$ cat src/rtl/spi_pkt_sequencer.sv
module spi_pkt_sequencer #(
  parameter int LEN_W  = 10,
  parameter int LOOP_W = 8
) (
  input  logic              clk,
  input  logic              rst_n,
  input  logic              cmd_go,
  input  logic              cmd_resume,
  input  logic              cmd_softrst,
  input  logic              pause_en,
  input  logic              fin_ie,
  input  logic              pause_ie,
  input  logic [LEN_W-1:0]  pkt_len,
  input  logic [LOOP_W-1:0] pkt_loop,
  input  logic              byte_done,
  input  logic              stat_rd,
  output logic              busy,
  output logic              frame_start,
  output logic              pkt_end,
  output logic              cs_hold,
  output logic              paused,
  output logic              irq
);
  typedef enum logic [1:0] {S_IDLE, S_RUN, S_PAUSE} seq_state_t;

  seq_state_t        st;
  logic [LEN_W-1:0]  len_q, byte_cnt;
  logic [LOOP_W-1:0] loop_q, pkt_cnt;

  wire last_byte = (byte_cnt == len_q);
  wire last_pkt  = (pkt_cnt == loop_q);
  wire start     = (st == S_IDLE && cmd_go) || (st == S_PAUSE && cmd_resume);
  wire step      = (st == S_RUN) && byte_done;
  wire finish    = step && last_byte && last_pkt;
  wire irq_set   = finish && (pause_en ? pause_ie : fin_ie);

  always_ff @(posedge clk or negedge rst_n) begin
    if (!rst_n) begin
      st          <= S_IDLE;
      len_q       <= '0;
      loop_q      <= '0;
      byte_cnt    <= '0;
      pkt_cnt     <= '0;
      frame_start <= 1'b0;
      pkt_end     <= 1'b0;
      irq         <= 1'b0;
    end else if (cmd_softrst) begin
      st          <= S_IDLE;
      byte_cnt    <= '0;
      pkt_cnt     <= '0;
      frame_start <= 1'b0;
      pkt_end     <= 1'b0;
      irq         <= 1'b0;
    end else begin
      frame_start <= start;
      pkt_end     <= step && last_byte;
      if (irq_set)      irq <= 1'b1;
      else if (stat_rd) irq <= 1'b0;
      if (start) begin
        st       <= S_RUN;
        len_q    <= pkt_len;
        loop_q   <= pkt_loop;
        byte_cnt <= '0;
        pkt_cnt  <= '0;
      end else if (step) begin
        if (last_byte) begin
          byte_cnt <= '0;
          pkt_cnt  <= pkt_cnt + 1'b1;
          if (last_pkt) st <= pause_en ? S_PAUSE : S_IDLE;
        end else begin
          byte_cnt <= byte_cnt + 1'b1;
        end
      end
    end
  end

  assign busy    = (st == S_RUN);
  assign cs_hold = (st != S_IDLE);
  assign paused  = (st == S_PAUSE);
endmodule


$ cat config.mk
export PLATFORM = sky130hd
export DESIGN_NAME = spi_pkt_sequencer
export DESIGN_NICKNAME = d
export VERILOG_FILES = /design/src/rtl/spi_pkt_sequencer.sv
export SDC_FILE = /design/constraint.sdc
export NUM_CORES = 1
export LEC_CHECK = 0
export ABC_AREA = 0
export BUFFER_PORTS_ARGS = -buffer_cell sky130_fd_sc_hd__buf_4
export CAP_MARGIN = 20
export CORE_AREA = 2 2 68 70
export DETAILED_ROUTE_END_ITERATION = 6
export DIE_AREA = 0 0 70 72
export PLACE_DENSITY = 0.83
export SYNTH_ARGS = -nofsm -noshare
export SYNTH_HDL_FRONTEND = slang
export SYNTH_SLANG_ARGS = --single-unit
$ cat constraint.sdc
create_clock -name clk -period 1.8 [get_ports clk]
set_input_delay 0.18 -clock clk [delete_from_list [all_inputs] [get_ports clk]]
set_output_delay 0.18 -clock clk [all_outputs]
set_load 0.02 [all_outputs]
==> results of run 1 <==
## worst max-delay path: stages, from the launching register on
cell     delay [ns]
dfrtp_1        0.41
xnor2_2        0.17
nand4_1        0.17
or4_4          0.57
buf_6          0.16
or3_1          0.33
a21oi_2        0.12
## metrics by stage
| stage | instances | setup TNS (ns) | power, W | utilization [%] |
|---|---|---|---|---|
| floorplan | 193 | -0.5116 | 0.001279 | - |
| global placement | 298 | -0.5337 | 0.001414 | 60.83 |
| detailed placement | 298 | -1.324 | 0.001432 | 60.83 |
| CTS | 310 | -1.415 | 0.002101 | 65.29 |
| global route | 313 | -3.308 | 0.002233 | 68.66 |
| finish | 313 | -1.780 | 0.002131 | 68.66 |
## layer usage
layer,vias to the layer above,global-route usage (%),wire length [um]
met2,52,36.08,2678
met4,0,7.692,148
met5,-,0,0
li1,835,-,-
met1,887,24.86,2036
met3,15,5.278,209
## layout by cell type (no fill, tap or decap), types with 2 or more instances in the layout
cell / instances
nor2b_1: 3
o21ai_2: 2
nand4_1: 11
buf_4: 60
xnor2_1: 19
a21oi_1: 5
nand2_1: 7
a31oi_1: 4
nor2_1: 6
or4b_4: 2
nand2_2: 2
mux2_2: 19
buf_6: 7
a21oi_2: 5
o31ai_1: 3
or3_1: 2
nor3_1: 4
nand3_1: 9
a31oi_4: 3
mux2i_1: 5
dfrtp_1: 41
nor2_4: 2
inv_1: 4
clkbuf_8: 7
or4_1: 4
## flip-flops by register name, indices dropped and copies added (netlist names)
register	cells
pkt_cnt	8
len_q	10
loop_q	8
pkt_end	1
byte_cnt	10
st	2
frame_start	1
irq	1
## layout make-up
cell class | instances | share of cell area [%]
inverter | 4 | 0.5128
clock inverter | 1 | 0.1709
timing repair buffer | 69 | 19.10
tap | 52 | 2.222
sequential | 41 | 35.04
clock buffer | 7 | 3.291
multi-input combinational | 139 | 39.66
## synth_stat cells, drive strengths merged
cell,count
nor2,9
xor2,1
nor4,2
xnor2,20
or4,5
nor3,4
o21ai,3
mux2i,5
ha,2
buf,3
nand2b,1
a31oi,7
or4b,3
and3,1
a311oi,1
o21bai,1
nand3,10
a21oi,10
nand2,10
or2,2
or3,3
o31ai,4
nor2b,3
nand4,11
inv,4
clkbuf,6
and2,1
and2b,1
dfrtp,41
mux2,19
## report_power, final
part           internal [W]  switching [W]
logic              0.000236       0.000165
clock network      0.000347       0.000317
registers           0.00100      0.0000624
## path summary, 6_finish.rpt
path	end	cells after the start
hold reg to reg	len_q[4]	1
setup / recovery	pkt_cnt[2]	6
max in group asynchronous	st[0]	2
setup reg to reg	pkt_cnt[2]	6
min in group asynchronous	frame_start	2
hold / removal	len_q[4]	2
## cells by family (layout without fill, tap and decap cells)
family | count (synthesis) | after routing | synth area share, %
muxes | 24 | 24 | 12.68
and+or+nand+nor | 66 | 66 | 17.91
xor gates and xnor gates | 21 | 21 | 8.834
adders and majority gates | 2 | 2 | 1.202
AOI/OAI and AO/OA | 26 | 26 | 7.452
DFF | 41 | 41 | 49.28
buffers and inverters | 13 | 81 | 2.644
## what timing repair did
| action | in CTS | in global routing |
|---|---|---|
| pin swaps | 6 | 8 |
| hold endpoints to repair | 41 | 0 |
| resized for setup | 18 | 21 |
| hold buffers | 1 | 0 |
| setup endpoints to repair | 32 | 19 |
| buffers inserted | 3 | 3 |
| gates cloned | 0 | 0 |
==> results_dict.tcl, run 1 <==
set metrics [dict create \
    status "complete, but fails checks" \
    violations "setup timing" \
    syn_avg_cell_area_um2 10.79 \
    rsz0062_at_grt "true" \
    setup_slack_ns -0.1880 \
    startpoint "len_q[2]" \
    place_congestion 0.9042 \
    synth_area_leaders "dfrtp_1 49%, mux2_2 10%, xnor2_1 8.4%" \
    cts_tree "built" \
    track_usage_pct 20.67 \
    period_needed_ns 1.988 \
    grt_max_degree 42 \
    core_area_um2 4264 \
    numCtsBuffers 5 \
    synth-seq-cells 41 \
    peakVddDrop_v 0.0004624 \
    layout.nets 290 \
    crit_arrival_ns 2.22 \
    rows 24 \
    clkTransAtPathRegs_ns 0.08 \
    whs_ns 0.1047 \
    tightest_slew_ns 0.5225 \
    cp.required_ns 2.03 \
    finalSetupViolCount 16 \
    wl_mm 5.072 \
    cap_violations 0 \
    wl_per_cell_um 16.20 \
    power_density_nw_per_um2 727.8 \
    clockBufferDepth 2 \
    die_h_um 72 \
    clock-sinks 41 \
    endpoint_kind "flip-flop" \
    placed_area_um2 2594 \
    drtAntennaViolNets 0 \
    routed_via_density 5.716 \
    area_delta_synth_final_pct 40.63 \
    timing.final.max_slew_violations 0 \
    initial_utilization_pct 48.83 \
    netlist_instances 193 \
    die_area_um2 5040 \
    hold_path_class "input port to flip-flop" \
    worstSetupStartpointType "flip-flop" \
    hold_path.startpoint "pkt_len[4]" \
    fmax_ghz 0.5030 \
    grt_pass1_vias 1757 \
    fp.dieW_um 70 \
    r2r-start "len_q[2]" \
    pre_cts_slack_ns -0.1747 \
    num_vias 1789 \
    seqCellArea_um2 1026 \
    finalCritPeriodShare_pct 110.4 \
    syn-cell-area_um2 2082 \
    syn_nets 223 \
    first_iter_violations 89 \
    drive_gt1_share_pct 47.51 \
    synth_top_area_cell "dfrtp_1" \
    hpwl_mm 3.373 \
    htree_levels 2 \
    total_leakage_power_nw 1.208 \
    final_area_um2 2928 \
    synth_warnings 0 \
    io_pins 34 \
    insertion_delay_ns 0.30 \
    portBuffers 33 \
    ys_seq_area_share_pct 49.28 \
    root_buffer "clkbuf_8" \
    fin_skew_ns 0.007497 \
    synth_cell_types 33 \
    grt_pass1_wl_mm 8.093 \
    gr-total-overflow 0 \
    antenna_found_initial 0 \
    hold_viol 0 \
    synth_top_area_share_pct 49.28 \
    n_antenna_cell 0 \
    crit_type "flip-flop to flip-flop" \
    r2r_setup_slack_ns -0.19 \
    relSlewSlack_pct 65.16 \
    cp_max_fo 7 \
    fillerInstances 322 \
    multi_input_area_um2 1161 \
    drt-pass1-iter-count 4 \
    drc 0 \
]
Note: power is estimated with default switching activity, not from simulation.
==> run 2, diff against run 1 <==
BUFFER_PORTS_ARGS = default   (was -buffer_cell sky130_fd_sc_hd__buf_4)
CORE_AREA = 2 2 64 66   (was 2 2 68 70)
DIE_AREA = 0 0 66 68   (was 0 0 70 72)
DONT_BUFFER_PORTS = 1   (was default)
HOLD_SLACK_MARGIN = 0.12   (was default)
==> run 2 against run 1 <==
  * The flow still finishes with violations (setup timing)
  * Clock power is 16% higher
  * Maximum frequency is 0.62% higher
  * Setup slack improved by 0.012 ns
  * Cell count shrank 5.4%
  * Hold slack improved by 0.024 ns
  * Wire length down 5.3%
  * Sequential power barely moved
  * Highest routed layer unchanged
==> results_dict.tcl, run 2 (synthesized netlist as in run 1, its figures left out) <==
set metrics [dict create \
    violations "setup timing" \
    drive_gt1_share_pct 34.15 \
    cts_tree "built" \
    mostFrequentLayoutCells "41 x dfrtp_1, 28 x buf_4, 22 x dlygate4sd3_1" \
    antenna_found_initial 0 \
    cp.required_ns 1.99 \
    layout.nets 275 \
    met1_usage_pct 29.35 \
    clock-sinks 41 \
    crit_arrival_ns 2.16 \
    setup_slack_ns -0.1757 \
    fp.dieW_um 66 \
    grt_pass1_wl_mm 7.783 \
    p_sw_w 0.0005329 \
    wl_per_cell_um 16.23 \
    drc 0 \
    seqCellArea_um2 1026 \
    endpoint_kind "flip-flop" \
    io_pins 34 \
    die_h_um 68 \
    initial_utilization_pct 53.99 \
    routed_via_density 5.794 \
    tightest_slew_ns 0.4025 \
    power_density_nw_per_um2 779.2 \
    r2r-start "len_q[2]" \
    p_comb_share_pct 16.4 \
    cap_violations 0 \
    grt_util_met2_pct 38.64 \
    status "complete, but fails checks" \
    htree_levels 2 \
    hold_path.startpoint "cmd_softrst" \
    peakVddDrop_v 0.0006236 \
    place_congestion 0.8388 \
    finalCritPeriodShare_pct 109.8 \
    portBuffers 0 \
    hold_viol 0 \
    final_common_cell "dfrtp_1" \
    area_delta_synth_final_pct 35.28 \
    numCtsBuffers 5 \
    finalSetupViolCount 14 \
    power_frac_seq_pct 48.5 \
    die_area_um2 4488 \
    clkTransAtPathRegs_ns 0.08 \
    multi_input_area_um2 1111 \
    cp_max_fo 6 \
    startpoint "len_q[2]" \
    gr-max-usage-layer "met2" \
    reg_top3 "byte_cnt: 10 flops, len_q: 10 flops" \
    first_iter_violations 101 \
    utilization_pct 73.04 \
    insertion_delay_ns 0.30 \
    instances_no_fill 296 \
    wl_mm 4.804 \
    core_area_um2 3856 \
    grt_pass1_vias 1689 \
    num_vias 1715 \
    drtAntennaViolNets 0 \
    fin_skew_ns 0.009359 \
    timing.final.max_slew_violations 0 \
    relSlewSlack_pct 73.11 \
    p_int_w 0.001662 \
    drt-pass1-iter-count 4 \
    root_buffer "clkbuf_8" \
    whs_ns 0.1283 \
    clockBufferDepth 2 \
    worstSetupStartpointType "flip-flop" \
    total_leakage_power_nw 1.111 \
    rows 23 \
    gr-total-overflow 0 \
    period_needed_ns 1.976 \
    fmax_ghz 0.5062 \
    n_antenna_cell 0 \
    clock_power_share_pct 35.1 \
    switching_share_pct 24.28 \
    placed_cells 261 \
    rsz0062_at_grt "true" \
    grt_max_degree 42 \
    track_usage_pct 23.35 \
    crit_type "flip-flop to flip-flop" \
    fillerInstances 264 \
    hold_path_class "input port to flip-flop" \
    grt_use_met3_pct 6.579 \
    hpwl_mm 3.169 \
]
run 2: cell types whose count changed in the layout (fill, tap and decap cells not counted), sizes merged:
cell,change
buf,-37
clkinv,-1
dlygate4sd3,+21
or4,+1
bufinv,+1
clkbuf,-1
clkinvlp,+1
run 2: power by group through the flow:
stage | clock network (W) | registers [W] | logic, W
detailed placement | 0 | 0.00108 | 0.000269
floorplan | 0 | 0.00107 | 0.000211
global route | 0.000826 | 0.00108 | 0.000391
CTS | 0.000784 | 0.00106 | 0.000347
finish | 0.000771 | 0.00106 | 0.000360
global placement | 0 | 0.00108 | 0.000260
run 2: worst paths after layout:
check	cells after the start	end	slack [ns]
max	6	pkt_cnt[6]	-0.18
min reg2reg	1	len_q[2]	0.53
min in group asynchronous	2	loop_q[1]	0.35
max reg2reg	6	pkt_cnt[6]	-0.18
min	3	byte_cnt[2]	0.13
max in group asynchronous	2	len_q[8]	1.25
run 2: what timing repair did:
action	CTS	global route
setup endpoints to repair	11	38
setup buffers	2	1
hold buffers	23	0
endpoints found under the hold margin	66	0
gates resized for setup	4	19
gates cloned	1	0
pin swaps	4	5
run 2: through the flow:
stage | setup WS (ns) | setup TNS (ns) | instance area (um^2) | total power, W
3_3_place_gp | -0.1017 | -0.4803 | 2328 | 0.001338
6_report | -0.1757 | -1.552 | 2816 | 0.002195
4_1_cts | -0.1530 | -1.183 | 2729 | 0.002195
3_5_place_dp | -0.1714 | -0.8994 | 2328 | 0.001352
5_1_grt | -0.2516 | -2.846 | 2816 | 0.002292
2_1_floorplan | -0.1087 | -0.5116 | 2102 | 0.001279
run 2: critical path: stages (launching register included):
cell	delay, ns
dfrtp_1	0.39
xnor2_1	0.20
nand4_1	0.16
buf_4	0.18
or4_4	0.57
o31ai_2	0.28
a21oi_2	0.09
run 2: layout make-up:
class / count / share of cell area [%]
inverters: 4 / 0.5331
flip-flops and latches: 41 / 36.43
clock buffers: 6 / 2.932
well taps: 50 / 2.221
multi-input cells: 140 / 39.45
repair buffers: 53 / 17.10
clock inverters: 2 / 1.333
run 2: metal layers:
layer  wire [um]  up-vias
met4         146        0
met1        1977      830
met3         258       17
met2        2421       58
li1            -      810
met5           0        -
